<file path="config.mk">
export PLATFORM = sky130hd
export DESIGN_NAME = adc_scan_seq
export DESIGN_NICKNAME = d
export VERILOG_FILES = /design/src/rtl/adc_scan_pkg.sv /design/src/rtl/adc_scan_engine.sv /design/src/rtl/adc_scan_regs.sv /design/src/rtl/adc_scan_seq.sv
export SDC_FILE = /design/constraint.sdc
export NUM_CORES = 1
export LEC_CHECK = 0
export BUFFER_PORTS_ARGS = -buffer_cell sky130_fd_sc_hd__buf_2
export CAP_MARGIN = 30
export CORE_MARGIN = 2
export CORE_UTILIZATION = 61
export DETAILED_ROUTE_END_ITERATION = 12
export PLACE_DENSITY = 0.93
export RECOVER_POWER = 100
export SKIP_LAST_GASP = 1
export SLEW_MARGIN = 30
export SYNTH_ARGS = -nofsm -noshare
export SYNTH_HDL_FRONTEND = slang
export SYNTH_SLANG_ARGS = --single-unit
</file>
<file path="constraint.sdc">
create_clock -name clk_i -period 4.6 [get_ports clk_i]
set_input_delay 0.23 -clock clk_i [delete_from_list [all_inputs] [get_ports clk_i]]
set_output_delay 0.23 -clock clk_i [all_outputs]
set_load 0.01 [all_outputs]
</file>
<file path="src/rtl/adc_scan_pkg.sv">
package adc_scan_pkg;
  localparam int NCH = 16;
  localparam int CW  = $clog2(NCH);
  localparam int DW  = 12;
  localparam int HW  = 16;

  typedef enum logic [1:0] {
    A_MASK = 2'd0,
    A_CTRL = 2'd1,
    A_STAT = 2'd2,
    A_DATA = 2'd3
  } reg_addr_e;

  // control bit positions
  localparam int C_EN    = 0;
  localparam int C_IE0   = 1;
  localparam int C_ST0   = 3;
  localparam int C_MODE  = 6;
  localparam int C_IE1   = 9;
  localparam int C_ST1   = 11;
  // status bit positions
  localparam int S_FLG0  = 0;
  localparam int S_BSY0  = 3;
  localparam int S_CH0   = 4;
  localparam int S_FLG1  = 8;
  localparam int S_BSY1  = 11;
  localparam int S_CH1   = 12;
  localparam int S_EOC0  = 23;
  localparam int S_EOC1  = 31;
endpackage

</file>
<file path="src/rtl/adc_scan_engine.sv">
module adc_scan_engine
  import adc_scan_pkg::*;
#(
  parameter int N = NCH,
  parameter int W = DW,
  localparam int CHW = $clog2(N)
) (
  input  logic           clk_i,
  input  logic           rst_ni,
  input  logic           run_i,
  input  logic           req_i,
  input  logic [N-1:0]   mask_i,
  input  logic           conv_done_i,
  input  logic [W-1:0]   conv_data_i,
  output logic           conv_start_o,
  output logic [CHW-1:0] conv_ch_o,
  output logic           busy_o,
  output logic           skip_o,
  output logic           fin_o,
  output logic [W-1:0]   result_o
);
  logic           busy_q, cst_q;
  logic [CHW-1:0] ch_q, first_ch, next_ch;
  logic [N-1:0]   scan_q;
  logic [W-1:0]   res_q;
  logic           has_next, begin_w, step_w;

  // lowest set bit of the live mask, and lowest latched bit above ch_q
  always_comb begin
    first_ch = '0;
    next_ch  = '0;
    has_next = 1'b0;
    for (int k = N - 1; k >= 0; k--) begin
      if (mask_i[k]) first_ch = CHW'(k);
      if (scan_q[k] && (k > int'(ch_q))) begin
        next_ch  = CHW'(k);
        has_next = 1'b1;
      end
    end
  end

  assign begin_w = run_i && !busy_q && req_i && (|mask_i);
  assign skip_o  = run_i && !busy_q && req_i && !(|mask_i);
  assign step_w  = run_i && busy_q && conv_done_i;
  assign fin_o   = step_w && !has_next;

  always_ff @(posedge clk_i or negedge rst_ni) begin
    if (!rst_ni) begin
      busy_q <= 1'b0;
      cst_q  <= 1'b0;
      ch_q   <= '0;
      scan_q <= '0;
      res_q  <= '0;
    end else if (!run_i) begin
      busy_q <= 1'b0;
      cst_q  <= 1'b0;
    end else begin
      cst_q <= 1'b0;
      if (begin_w) begin
        busy_q <= 1'b1;
        ch_q   <= first_ch;
        scan_q <= mask_i;
        cst_q  <= 1'b1;
      end else if (step_w) begin
        res_q <= conv_data_i;
        if (has_next) begin
          ch_q  <= next_ch;
          cst_q <= 1'b1;
        end else begin
          busy_q <= 1'b0;
        end
      end
    end
  end

  assign conv_start_o = cst_q;
  assign conv_ch_o    = ch_q;
  assign busy_o       = busy_q;
  assign result_o     = res_q;


  start_in_mask_chk: assert property (@(posedge clk_i) disable iff (!rst_ni)
    conv_start_o |-> scan_q[conv_ch_o]);

  ascending_chk: assert property (@(posedge clk_i) disable iff (!rst_ni)
    (busy_o && $past(busy_o) && conv_start_o) |-> (conv_ch_o > $past(conv_ch_o)));
endmodule

</file>
<file path="src/rtl/adc_scan_regs.sv">
module adc_scan_regs
  import adc_scan_pkg::*;
#(
  parameter int N = NCH,
  parameter int W = DW,
  localparam int CHW = $clog2(N)
) (
  input  logic             clk_i,
  input  logic             rst_ni,
  input  logic             we_i,
  input  logic [1:0]       addr_i,
  input  logic [31:0]      wdata_i,
  input  logic [1:0]       trig_i,
  input  logic [1:0]       busy_i,
  input  logic [2*CHW-1:0] ch_i,
  input  logic [2*W-1:0]   res_i,
  input  logic [1:0]       skip_i,
  input  logic [1:0]       fin_i,
  output logic             run_o,
  output logic [1:0]       req_o,
  output logic [2*N-1:0]   mask_o,
  output logic [1:0]       irq_o,
  output logic [31:0]      rdata_o
);
  reg_addr_e   addr;
  logic [31:0] mask_q;
  logic        en_q, seq1_q, got0_q;
  logic [1:0]  ie_q, mode_q, start_q, flag_q, eoc_q;
  logic [1:0]  set_st, clr_st, end_w, fset, fclr;
  logic        sim, wr_mask, wr_ctrl, wr_stat;

  assign addr    = reg_addr_e'(addr_i);
  assign sim     = mode_q[1];
  assign wr_mask = we_i && (addr == A_MASK);
  assign wr_ctrl = we_i && (addr == A_CTRL);
  assign wr_stat = we_i && (addr == A_STAT);
  assign end_w   = fin_i | skip_i;

  assign set_st[0] = en_q && (trig_i[0] || (wr_ctrl && wdata_i[C_ST0]));
  assign set_st[1] = sim ? end_w[0] : (en_q && (trig_i[1] || (wr_ctrl && wdata_i[C_ST1])));
  assign clr_st[0] = sim ? end_w[1] : end_w[0];
  assign clr_st[1] = end_w[1];
  assign fset[0]   = sim ? (fin_i[1] || (skip_i[1] && got0_q)) : fin_i[0];
  assign fset[1]   = !sim && fin_i[1];
  assign fclr      = {wr_stat && wdata_i[S_FLG1], wr_stat && wdata_i[S_FLG0]};

  always_ff @(posedge clk_i or negedge rst_ni) begin
    if (!rst_ni) begin
      mask_q  <= '0;
      en_q    <= 1'b0;
      ie_q    <= '0;
      mode_q  <= '0;
      start_q <= '0;
      flag_q  <= '0;
      eoc_q   <= '0;
      seq1_q  <= 1'b0;
      got0_q  <= 1'b0;
    end else begin
      for (int e = 0; e < 2; e++) begin
        if (!en_q || clr_st[e]) start_q[e] <= 1'b0;
        else if (set_st[e])     start_q[e] <= 1'b1;
        if (fset[e])            flag_q[e] <= 1'b1;
        else if (fclr[e])       flag_q[e] <= 1'b0;
        if (fin_i[e])                         eoc_q[e] <= 1'b1;
        else if (set_st[e] && !start_q[e])    eoc_q[e] <= 1'b0;
      end
      if (!en_q)                  seq1_q <= 1'b0;
      else if (sim && end_w[0])   seq1_q <= 1'b1;
      else if (end_w[1])          seq1_q <= 1'b0;
      if (!en_q)                  got0_q <= 1'b0;
      else if (sim && fin_i[0])   got0_q <= 1'b1;
      else if (end_w[1])          got0_q <= 1'b0;
      if (wr_mask) mask_q <= wdata_i;
      if (wr_ctrl) begin
        en_q   <= wdata_i[C_EN];
        ie_q   <= {wdata_i[C_IE1], wdata_i[C_IE0]};
        mode_q <= wdata_i[C_MODE +: 2];
      end
    end
  end

  assign run_o  = en_q;
  assign req_o  = {start_q[1], start_q[0] && !seq1_q};
  assign mask_o = mask_q[2*N-1:0];
  assign irq_o  = flag_q & ie_q;

  always_comb begin
    rdata_o = '0;
    unique case (addr)
      A_MASK: rdata_o = mask_q;
      A_CTRL: begin
        rdata_o[C_EN]       = en_q;
        rdata_o[C_IE0]      = ie_q[0];
        rdata_o[C_ST0]      = start_q[0];
        rdata_o[C_MODE +: 2] = mode_q;
        rdata_o[C_IE1]      = ie_q[1];
        rdata_o[C_ST1]      = start_q[1];
      end
      A_STAT: begin
        rdata_o[S_FLG0]       = flag_q[0];
        rdata_o[S_BSY0]       = busy_i[0];
        rdata_o[S_CH0 +: CHW] = ch_i[0 +: CHW];
        rdata_o[S_FLG1]       = flag_q[1];
        rdata_o[S_BSY1]       = busy_i[1];
        rdata_o[S_CH1 +: CHW] = ch_i[CHW +: CHW];
        rdata_o[S_EOC0]       = eoc_q[0];
        rdata_o[S_EOC1]       = eoc_q[1];
      end
      A_DATA: begin
        rdata_o[0 +: W]  = res_i[0 +: W];
        rdata_o[HW +: W] = res_i[W +: W];
      end
      default: rdata_o = '0;
    endcase
  end


  start_self_clear_chk: assert property (@(posedge clk_i) disable iff (!rst_ni)
    fin_i[1] |=> !start_q[1]);

  sim_no_flag1_chk: assert property (@(posedge clk_i) disable iff (!rst_ni)
    $rose(flag_q[1]) |-> !$past(sim));
endmodule

</file>
<file path="src/rtl/adc_scan_seq.sv">
module adc_scan_seq
  import adc_scan_pkg::*;
#(
  parameter int N = NCH,
  parameter int W = DW,
  localparam int CHW = $clog2(N)
) (
  input  logic             clk_i,
  input  logic             rst_ni,
  input  logic             reg_we_i,
  input  logic [1:0]       reg_addr_i,
  input  logic [31:0]      reg_wdata_i,
  output logic [31:0]      reg_rdata_o,
  input  logic [1:0]       trig_i,
  output logic [1:0]       conv_start_o,
  output logic [2*CHW-1:0] conv_ch_o,
  input  logic [1:0]       conv_done_i,
  input  logic [2*W-1:0]   conv_data_i,
  output logic [1:0]       irq_o
);
  logic             run;
  logic [1:0]       req, busy, skip, fin;
  logic [2*N-1:0]   mask;
  logic [2*W-1:0]   res;

  adc_scan_regs #(.N(N), .W(W)) u_regs (
    .clk_i   (clk_i),
    .rst_ni  (rst_ni),
    .we_i    (reg_we_i),
    .addr_i  (reg_addr_i),
    .wdata_i (reg_wdata_i),
    .trig_i  (trig_i),
    .busy_i  (busy),
    .ch_i    (conv_ch_o),
    .res_i   (res),
    .skip_i  (skip),
    .fin_i   (fin),
    .run_o   (run),
    .req_o   (req),
    .mask_o  (mask),
    .irq_o   (irq_o),
    .rdata_o (reg_rdata_o)
  );

  for (genvar g = 0; g < 2; g++) begin : g_eng
    adc_scan_engine #(.N(N), .W(W)) u_eng (
      .clk_i        (clk_i),
      .rst_ni       (rst_ni),
      .run_i        (run),
      .req_i        (req[g]),
      .mask_i       (mask[g*N +: N]),
      .conv_done_i  (conv_done_i[g]),
      .conv_data_i  (conv_data_i[g*W +: W]),
      .conv_start_o (conv_start_o[g]),
      .conv_ch_o    (conv_ch_o[g*CHW +: CHW]),
      .busy_o       (busy[g]),
      .skip_o       (skip[g]),
      .fin_o        (fin[g]),
      .result_o     (res[g*W +: W])
    );
  end


  disable_idles_chk: assert property (@(posedge clk_i) disable iff (!rst_ni)
    !run |=> (busy == 2'b00));
endmodule

</file>
# After elaboration in Yosys (flattened, before gate mapping)
# Cells that the tools add are included.
[word_totals]
ff_bits = 113
input_bits = 65
out_inout_bits = 44
word_cells = 312
[classes]
order_cmp = 30
eq_ne = 9
mux = 150
bitwise_logic = 4
reduce_logical = 97
[op_table]
columns = ["cell", "n"]
rows = [
  ["2-to-1 mux 4 bit", 68],
  ["2-to-1 mux 1 bit", 66],
  ["> comparator 4 bit, first input constant", 16],
  ["logical AND 1 bit", 60],
  ["> comparator 3 x 4 -> 1 bit, first input constant", 8],
  ["OR reduction 16 bit", 2],
  ["nonzero test 2 bit", 10],
  ["> comparator 2 x 4 -> 1 bit, first input constant", 4],
  ["one-hot mux 4 bit (2 select lines)", 2],
  ["one-hot mux 7 bit (2 select lines)", 1],
  ["!= test 3 bit, second input constant", 4],
  ["one-hot mux 1 bit (3 select lines)", 4],
  ["one-hot mux 1 bit (4 select lines)", 3],
  ["AND reduction 3 bit", 4],
  ["logical NOT 1 bit", 11],
  ["> comparator 1 x 4 -> 1 bit, first input constant", 2],
  ["one-hot mux 2 bit (4 select lines)", 1],
  ["AND reduction 2 bit", 4],
  ["!= test 3 x 1 -> 1 bit, second input constant", 2],
  ["one-hot mux 1 bit (2 select lines)", 3],
  ["one-hot mux 2 bit (3 select lines)", 1],
  ["logical OR 1 bit", 5],
  ["== test 2 bit, second input constant", 2],
  ["2-to-1 mux 3 bit", 1],
  ["5 further kinds", 6],
]

# Longest topological paths before layout
[depth]
ltp_word = 24
ltp_mapped = 8
mapped_depth_nobuf = 6

# Hierarchy
# Synthesis repeated with hierarchy kept, for this count alone.
[unflattened]
cells_unflattened = 673
area_unflattened_um2 = 6356.1
[modules_own_cells]
columns = ["module", "instances", "cells_per_inst", "area_each_um2", "seq_area_each_um2"]
rows = [
  ["adc_scan_engine", 2, 235, 1946.9, 825.8],
  ["adc_scan_regs", 1, 203, 2462.4, 1126.1],
]

# Least setup slack after synthesis
# OpenSTA, ideal clock, no wires.
[synth_timing]
path_kind = "register to register"
from = "register g_eng[0].u_eng.ch_q[1]"
to = "register u_regs.start_q[1]"
setup_ns = 0.126
arrival_ns = 1.958
required_time_ns = 4.474
path_slack_ns = 2.516
stages_incl_launch_ff = 8
path_buffers = 1
synth_period_minus_slack_ns = 2.084
path_cell_list = "dfrtp_1 buf_2 or3b_2 a21boi_2 nor3_1 a31oi_2 nor2_1 o311a_1"
[synth_via]
elab_chain_cells = 22
elab_cells_between_ends = 50
classes_between = "15 x order compare; 16 x mux; 1 x bitwise; 18 x reduce/logical"
[synth_lines]
columns = ["item", "line", "rtl"]
rows = [
  ["start: declaration", "adc_scan_engine.sv:23", "logic [CHW-1:0] ch_q, first_ch, next_ch;"],
  ["start signal: assignment", "adc_scan_engine.sv:61", "ch_q <= first_ch;"],
  ["start signal: assignment", "adc_scan_engine.sv:67", "ch_q <= next_ch;"],
  ["> comparator 4 bit", "adc_scan_engine.sv:35", "if (scan_q[k] && (k > int'(ch_q))) begin"],
  ["logical AND 1 bit", "adc_scan_engine.sv:35", ""],
  ["2-to-1 mux 1 bit (14 in a row)", "adc_scan_engine.sv:35", ""],
  ["2-to-1 mux 1 bit *", "adc_scan_engine.sv:35", ""],
  ["logical NOT 1 bit *", "adc_scan_engine.sv:45", "assign fin_o = step_w && !has_next;"],
  ["logical AND 1 bit *", "adc_scan_engine.sv:45", ""],
  ["OR 2 bit *", "adc_scan_regs.sv:37", "assign end_w = fin_i | skip_i;"],
  ["2-to-1 mux 1 bit *", "adc_scan_regs.sv:40", "assign set_st[1] = sim ? end_w[0] : (en_q && (trig_i[1] || (wr_ctrl && wdata_i[C_ST1])));"],
  ["nonzero test 2 bit (no line) *", "--", ""],
  ["end signal: assignment", "adc_scan_regs.sv:53", "start_q <= '0;"],
  ["end signal: indexed assignment", "adc_scan_regs.sv:60", "if (!en_q || clr_st[e]) start_q[e] <= 1'b0;"],
  ["end signal: indexed assignment", "adc_scan_regs.sv:61", "else if (set_st[e]) start_q[e] <= 1'b1;"],
  ["end: declaration", "adc_scan_regs.sv:28", "logic [1:0] ie_q, mode_q, start_q, flag_q, eoc_q;"],
]
# Every way passes the cells marked *; elsewhere a longest branch is shown, timed or not.
# A chain may end at the register's enable or synchronous reset.

# Worst setup path after layout
[layout_timing]
from = "input port reg_addr_i[1]"
to = "register u_regs.mask_q[18], in the netlist u_regs.mask_o[18]"
[layout_via]
elab_chain_cells = 2
[layout_lines]
columns = ["item", "line", "rtl"]
rows = [
  ["start: declaration", "adc_scan_seq.sv:11", "input logic [1:0] reg_addr_i,"],
  ["logical NOT 2 bit", "adc_scan_regs.sv:34", "assign wr_mask = we_i && (addr == A_MASK);"],
  ["logical AND 1 bit", "adc_scan_regs.sv:34", ""],
  ["end signal: assignment", "adc_scan_regs.sv:73", "if (wr_mask) mask_q <= wdata_i;"],
  ["end: declaration", "adc_scan_regs.sv:26", "logic [31:0] mask_q;"],
]
# No other way between the ends.

==> run_summary.xml <==
<?xml version="1.0" encoding="UTF-8"?>
<metrics>
  <group name="run_status">
    <metric name="outcome" unit="">finished with violations</metric>
    <metric name="failed_checks" unit="">capacitance limit, slew limit</metric>
  </group>
  <group name="worst_setup_path">
    <metric name="path_depth" unit="">7</metric>
    <metric name="worst_setup_path_start_kind" unit="">input port</metric>
    <metric name="cp_required" unit="ns">4.86</metric>
    <metric name="worst_path_dominant_cell_family" unit="">buffers and inverters</metric>
    <metric name="timing.critical_path.fanout_max" unit="">32</metric>
    <metric name="cell_mode_on_critical_path" unit="">sky130_fd_sc_hd__clkbuf_1</metric>
    <metric name="cp_cell_sequence" unit="">clkbuf_1 &gt; inv_1 &gt; ha_1 &gt; clkbuf_1 &gt; nand2_1 &gt; clkbuf_1 &gt; mux2_2</metric>
    <metric name="criticalPathCategory" unit="">input port to register</metric>
    <metric name="cp-end-kind" unit="">register</metric>
    <metric name="timing.critical_path.buf_inv" unit="">4</metric>
    <metric name="worst_ep_arrival_time" unit="ns">3.54</metric>
    <metric name="r2r.worst_path.cells" unit="">6</metric>
    <metric name="cp_slowest_stage_delay" unit="ns">1.44</metric>
    <metric name="crit_slowest_cell" unit="">sky130_fd_sc_hd__clkbuf_1</metric>
  </group>
  <group name="global_route">
    <metric name="grt_remaining_overflow" unit="">0</metric>
    <metric name="track_usage" unit="%">31.63</metric>
    <metric name="number_of_antenna_violations_at_the_first_check_in_global_routing" unit="">0</metric>
    <metric name="grt_first_pass_wirelength" unit="um">27600</metric>
    <metric name="grt_pass1_vias" unit="">5391</metric>
    <metric name="grt_start_max_net_pins" unit="">72</metric>
  </group>
  <group name="cts">
    <metric name="post_cts.resized_instances" unit="">0</metric>
    <metric name="postCtsHoldBufs" unit="">1</metric>
    <metric name="cts_sinks" unit="">111</metric>
    <metric name="postCtsSetupBuffers" unit="">0</metric>
    <metric name="cts_inserted_buffers" unit="">9</metric>
    <metric name="clkSlewWorstSetupHoldPaths" unit="ns">0.11</metric>
    <metric name="clock_insertion_delay_worst_skew" unit="ns">0.38</metric>
    <metric name="cts_root_buffer" unit="">sky130_fd_sc_hd__clkbuf_8</metric>
    <metric name="cts_max_path_buffers" unit="">2</metric>
    <metric name="clock_tree_from_tritoncts" unit="">yes</metric>
    <metric name="htree_num_levels" unit="">3</metric>
  </group>
  <group name="timing">
    <metric name="max_freq" unit="MHz">305.2</metric>
    <metric name="timing.final.max_slew_violations" unit="">65</metric>
    <metric name="setup_slack" unit="ns">1.324</metric>
    <metric name="rsz0062_at_grt" unit="">false</metric>
    <metric name="timing.slew.headroom" unit="%">-32.14</metric>
    <metric name="finalWorstPathRequiredPeriod" unit="ns">3.276</metric>
    <metric name="final-setup-viol-count" unit="">0</metric>
    <metric name="timing.clock.skew" unit="ns">0.01295</metric>
    <metric name="timing_worst_slew_pin_value" unit="ns">1.982</metric>
    <metric name="totalNegativeSetupSlack" unit="ns">0</metric>
    <metric name="finalCritPeriodShare" unit="%">71.23</metric>
    <metric name="finalHoldViolations" unit="">0</metric>
  </group>
  <group name="drt">
    <metric name="vias_per_cell" unit="">6.688</metric>
    <metric name="detail_route.iter0.violations" unit="">602</metric>
    <metric name="post_drt_wl_per_cell" unit="um">20.39</metric>
    <metric name="post-route-drc-count" unit="">0</metric>
    <metric name="drt_wl_total" unit="um">17530</metric>
    <metric name="first_pass_iteration_count_of_the_detailed_router" unit="">6</metric>
    <metric name="dr_total_vias" unit="">5752</metric>
    <metric name="antenna_violating_nets_post_route" unit="">0</metric>
  </group>
  <group name="power">
    <metric name="cellLeakagePower" unit="nW">3.058</metric>
    <metric name="clkPwrFrac" unit="%">15.5</metric>
    <metric name="p_per_area" unit="nW/um2">579.7</metric>
    <metric name="post-layout-total-power" unit="mW">4.001</metric>
    <metric name="seq_power_share" unit="%">46.2</metric>
    <metric name="switching_share" unit="%">42.43</metric>
    <metric name="ir_drop" unit="mV">0.3032</metric>
    <metric name="p_switching" unit="mW">1.698</metric>
    <metric name="internal_power_consumption" unit="mW">2.304</metric>
    <metric name="p_comb_share" unit="%">38.3</metric>
  </group>
  <group name="placed_design">
    <metric name="place_inst" unit="">842</metric>
    <metric name="gp_routability_congestion" unit="">1.012</metric>
    <metric name="place.detailed.hpwl" unit="um">12180</metric>
    <metric name="port_buf_inserts" unit="">108</metric>
    <metric name="detailedPlace.worstSlack" unit="ns">2.183</metric>
  </group>
  <group name="logic_synthesis">
    <metric name="synthDistinctLibCells" unit="">77</metric>
    <metric name="most_used_flip_flop_cell_after_synthesis" unit="">sky130_fd_sc_hd__dfrtp_1</metric>
    <metric name="synth_fp_nets" unit="">706</metric>
    <metric name="yosysSeqAreaShare" unit="%">44.74</metric>
    <metric name="yosysMostFrequentCell" unit="">sky130_fd_sc_hd__dfrtp_1</metric>
    <metric name="cell_taking_the_most_area_after_synthesis" unit="">sky130_fd_sc_hd__dfrtp_1</metric>
    <metric name="postSynth.asyncResetShare" unit="%">100.0</metric>
    <metric name="synth.area.top_cells" unit="">sky130_fd_sc_hd__dfrtp_1 45%, sky130_fd_sc_hd__mux2_2 11%, sky130_fd_sc_hd__nand2_1 5.4%, sky130_fd_sc_hd__nor2_1 3.3%, sky130_fd_sc_hd__o21ai_0 2.1%</metric>
    <metric name="synth_area_per_cell" unit="um2">9.762</metric>
    <metric name="yosys_warnings" unit="">0</metric>
    <metric name="yosys.area.top_type_share" unit="%">44.74</metric>
    <metric name="gate_count_after_technology_mapping" unit="">636</metric>
    <metric name="synth.ff_latch_count" unit="">111</metric>
    <metric name="netlist_top_cells_count" unit="">111 x sky130_fd_sc_hd__dfrtp_1, 90 x sky130_fd_sc_hd__nand2_1, 63 x sky130_fd_sc_hd__mux2_2, 54 x sky130_fd_sc_hd__nor2_1, 26 x sky130_fd_sc_hd__o21ai_0</metric>
    <metric name="netlist_area" unit="um2">6208</metric>
    <metric name="synth-edff-count" unit="">0</metric>
  </group>
  <group name="layout">
    <metric name="finish.cell_count_without_fillers" unit="">860</metric>
    <metric name="multiInputGateArea" unit="um2">3118</metric>
    <metric name="flow.area_growth_from_synthesis" unit="%">11.16</metric>
    <metric name="final_layout_size_suffix_gt1_share" unit="%">22.28</metric>
    <metric name="finalNetCount" unit="">792</metric>
    <metric name="fill_cells" unit="">767</metric>
    <metric name="utilization" unit="%">70.29</metric>
    <metric name="sequential_cell_area" unit="um2">2778</metric>
    <metric name="diodes" unit="">0</metric>
  </group>
  <group name="worst_hold_path">
    <metric name="worst_hold_path.num_cells" unit="">3</metric>
    <metric name="timing.hold.worst.class" unit="">input port to register</metric>
  </group>
  <group name="flow_run">
    <metric name="drv_cap" unit="">2</metric>
  </group>
  <group name="die">
    <metric name="pin_count" unit="">109</metric>
    <metric name="die_width" unit="um">104.9</metric>
    <metric name="row_count" unit="">36</metric>
    <metric name="chipHeight" unit="um">104.9</metric>
    <metric name="floorplan.core_area" unit="um2">9819</metric>
    <metric name="floorplan.die_area" unit="um2">11000</metric>
    <metric name="initial_standard_cell_utilization_of_the_core" unit="%">63.23</metric>
  </group>
</metrics>
[sequential cells by signal, summed over array words and instances (netlist names), 2 cells and up]
name                      cells
g_eng.u_eng.result_o         24
u_regs.mask_o                32
g_eng.u_eng.conv_ch_o         8
u_regs.ie_q                   2
g_eng.u_eng.scan_q           30
g_eng.u_eng.busy_o            2
g_eng.u_eng.conv_start_o      2
u_regs.eoc_q                  2
u_regs.start_q                2
u_regs.mode_q                 2
u_regs.flag_q                 2
[worst paths after layout]
path                                                  start                     endpoint  slack [ns]
worst max-delay path                          reg_addr_i[1]            u_regs.mask_o[18]        1.32
worst min-delay path                        conv_data_i[10]  g_eng[0].u_eng.result_o[10]        0.03
worst max register to register  g_eng[1].u_eng.conv_ch_o[2]                u_regs.got0_q        1.36
worst min register to register  g_eng[0].u_eng.result_o[10]  g_eng[0].u_eng.result_o[10]        0.49
max in group asynchronous                            rst_ni                u_regs.seq1_q        2.84
min in group asynchronous                            rst_ni   g_eng[0].u_eng.result_o[7]        0.59
[metal layers]
metal  global-route usage [%]  share of wire, %  wire length, um
met5                        0                 0                0
met4                    13.90               3.3              571
met3                    7.798                10             1787
met2                    47.08                46             8095
met1                    44.15                40             7077
[cells in the final DEF (no fill, tap or decap), types with 4 or more instances in the layout]
cell,n
sky130_fd_sc_hd__dfrtp_1,111
sky130_fd_sc_hd__nand2_1,90
sky130_fd_sc_hd__buf_2,64
sky130_fd_sc_hd__mux2_2,61
sky130_fd_sc_hd__nor2_1,54
sky130_fd_sc_hd__clkbuf_1,47
sky130_fd_sc_hd__o21ai_0,26
sky130_fd_sc_hd__inv_1,23
sky130_fd_sc_hd__a21oi_1,21
sky130_fd_sc_hd__a22oi_1,15
sky130_fd_sc_hd__nor3_1,14
sky130_fd_sc_hd__a222oi_1,11
sky130_fd_sc_hd__nand2b_1,10
sky130_fd_sc_hd__clkbuf_8,10
sky130_fd_sc_hd__nand3_1,9
sky130_fd_sc_hd__a31oi_1,9
sky130_fd_sc_hd__nor2b_1,9
sky130_fd_sc_hd__a22o_1,8
sky130_fd_sc_hd__o31ai_1,7
sky130_fd_sc_hd__nor3b_1,6
sky130_fd_sc_hd__mux2i_1,5
sky130_fd_sc_hd__o211ai_1,5
sky130_fd_sc_hd__ha_1,5
sky130_fd_sc_hd__o2bb2ai_1,4
sky130_fd_sc_hd__o22a_1,4
sky130_fd_sc_hd__o21bai_1,4
sky130_fd_sc_hd__nor4_1,4
sky130_fd_sc_hd__a2111oi_0,4
sky130_fd_sc_hd__o221ai_1,4
[power groups by stage]
stage | Sequential, mW | Combinational, mW | Clock [mW]
after detailed placement | 1.84 | 1.55 | 0
after global placement | 1.80 | 1.48 | 0
final | 1.85 | 1.53 | 0.620
after global routing | 1.90 | 1.68 | 0.660
after CTS | 1.82 | 1.57 | 0.615
after floorplan | 1.59 | 1.29 | 0
[layout make-up]
type | instances | area share, %
clock buffers | 10 | 1.994
clock inverters | 6 | 0.9608
inverters | 23 | 1.251
multi-input cells | 462 | 45.18
flip-flops and latches | 111 | 40.25
well taps | 133 | 2.411
repair buffers | 115 | 7.959
[per-stage QoR]
step / instance area [um2] / hold WS, ns
after global placement: 6785 / 0.3817
after CTS: 6999 / 0.02189
after detailed placement: 6785 / 0.3831
after floorplan: 6208 / -0.06559
final: 6902 / 0.02876
after global routing: 6902 / 0.03835
[kinds of logic (layout without fill, tap and decap cells)]
logic type / after synthesis / in the layout / synth area share (%)
flip-flops: 111 / 111 / 44.74
AND/OR/NAND/NOR: 224 / 224 / 17.84
AO/OA/AOI/OAI: 165 / 165 / 20.05
adder cells (fa/ha/maj): 5 / 5 / 1.008
multiplexers: 68 / 68 / 12.23
buffers and inverters: 63 / 154 / 4.131
[worst min-delay path: cells and delay by family]
family	cells	cell delay, ns
buffers and inverters	1	0.07
AND/OR/NAND/NOR	2	0.08
No activity file was read; power rests on OpenSTA's default activity.
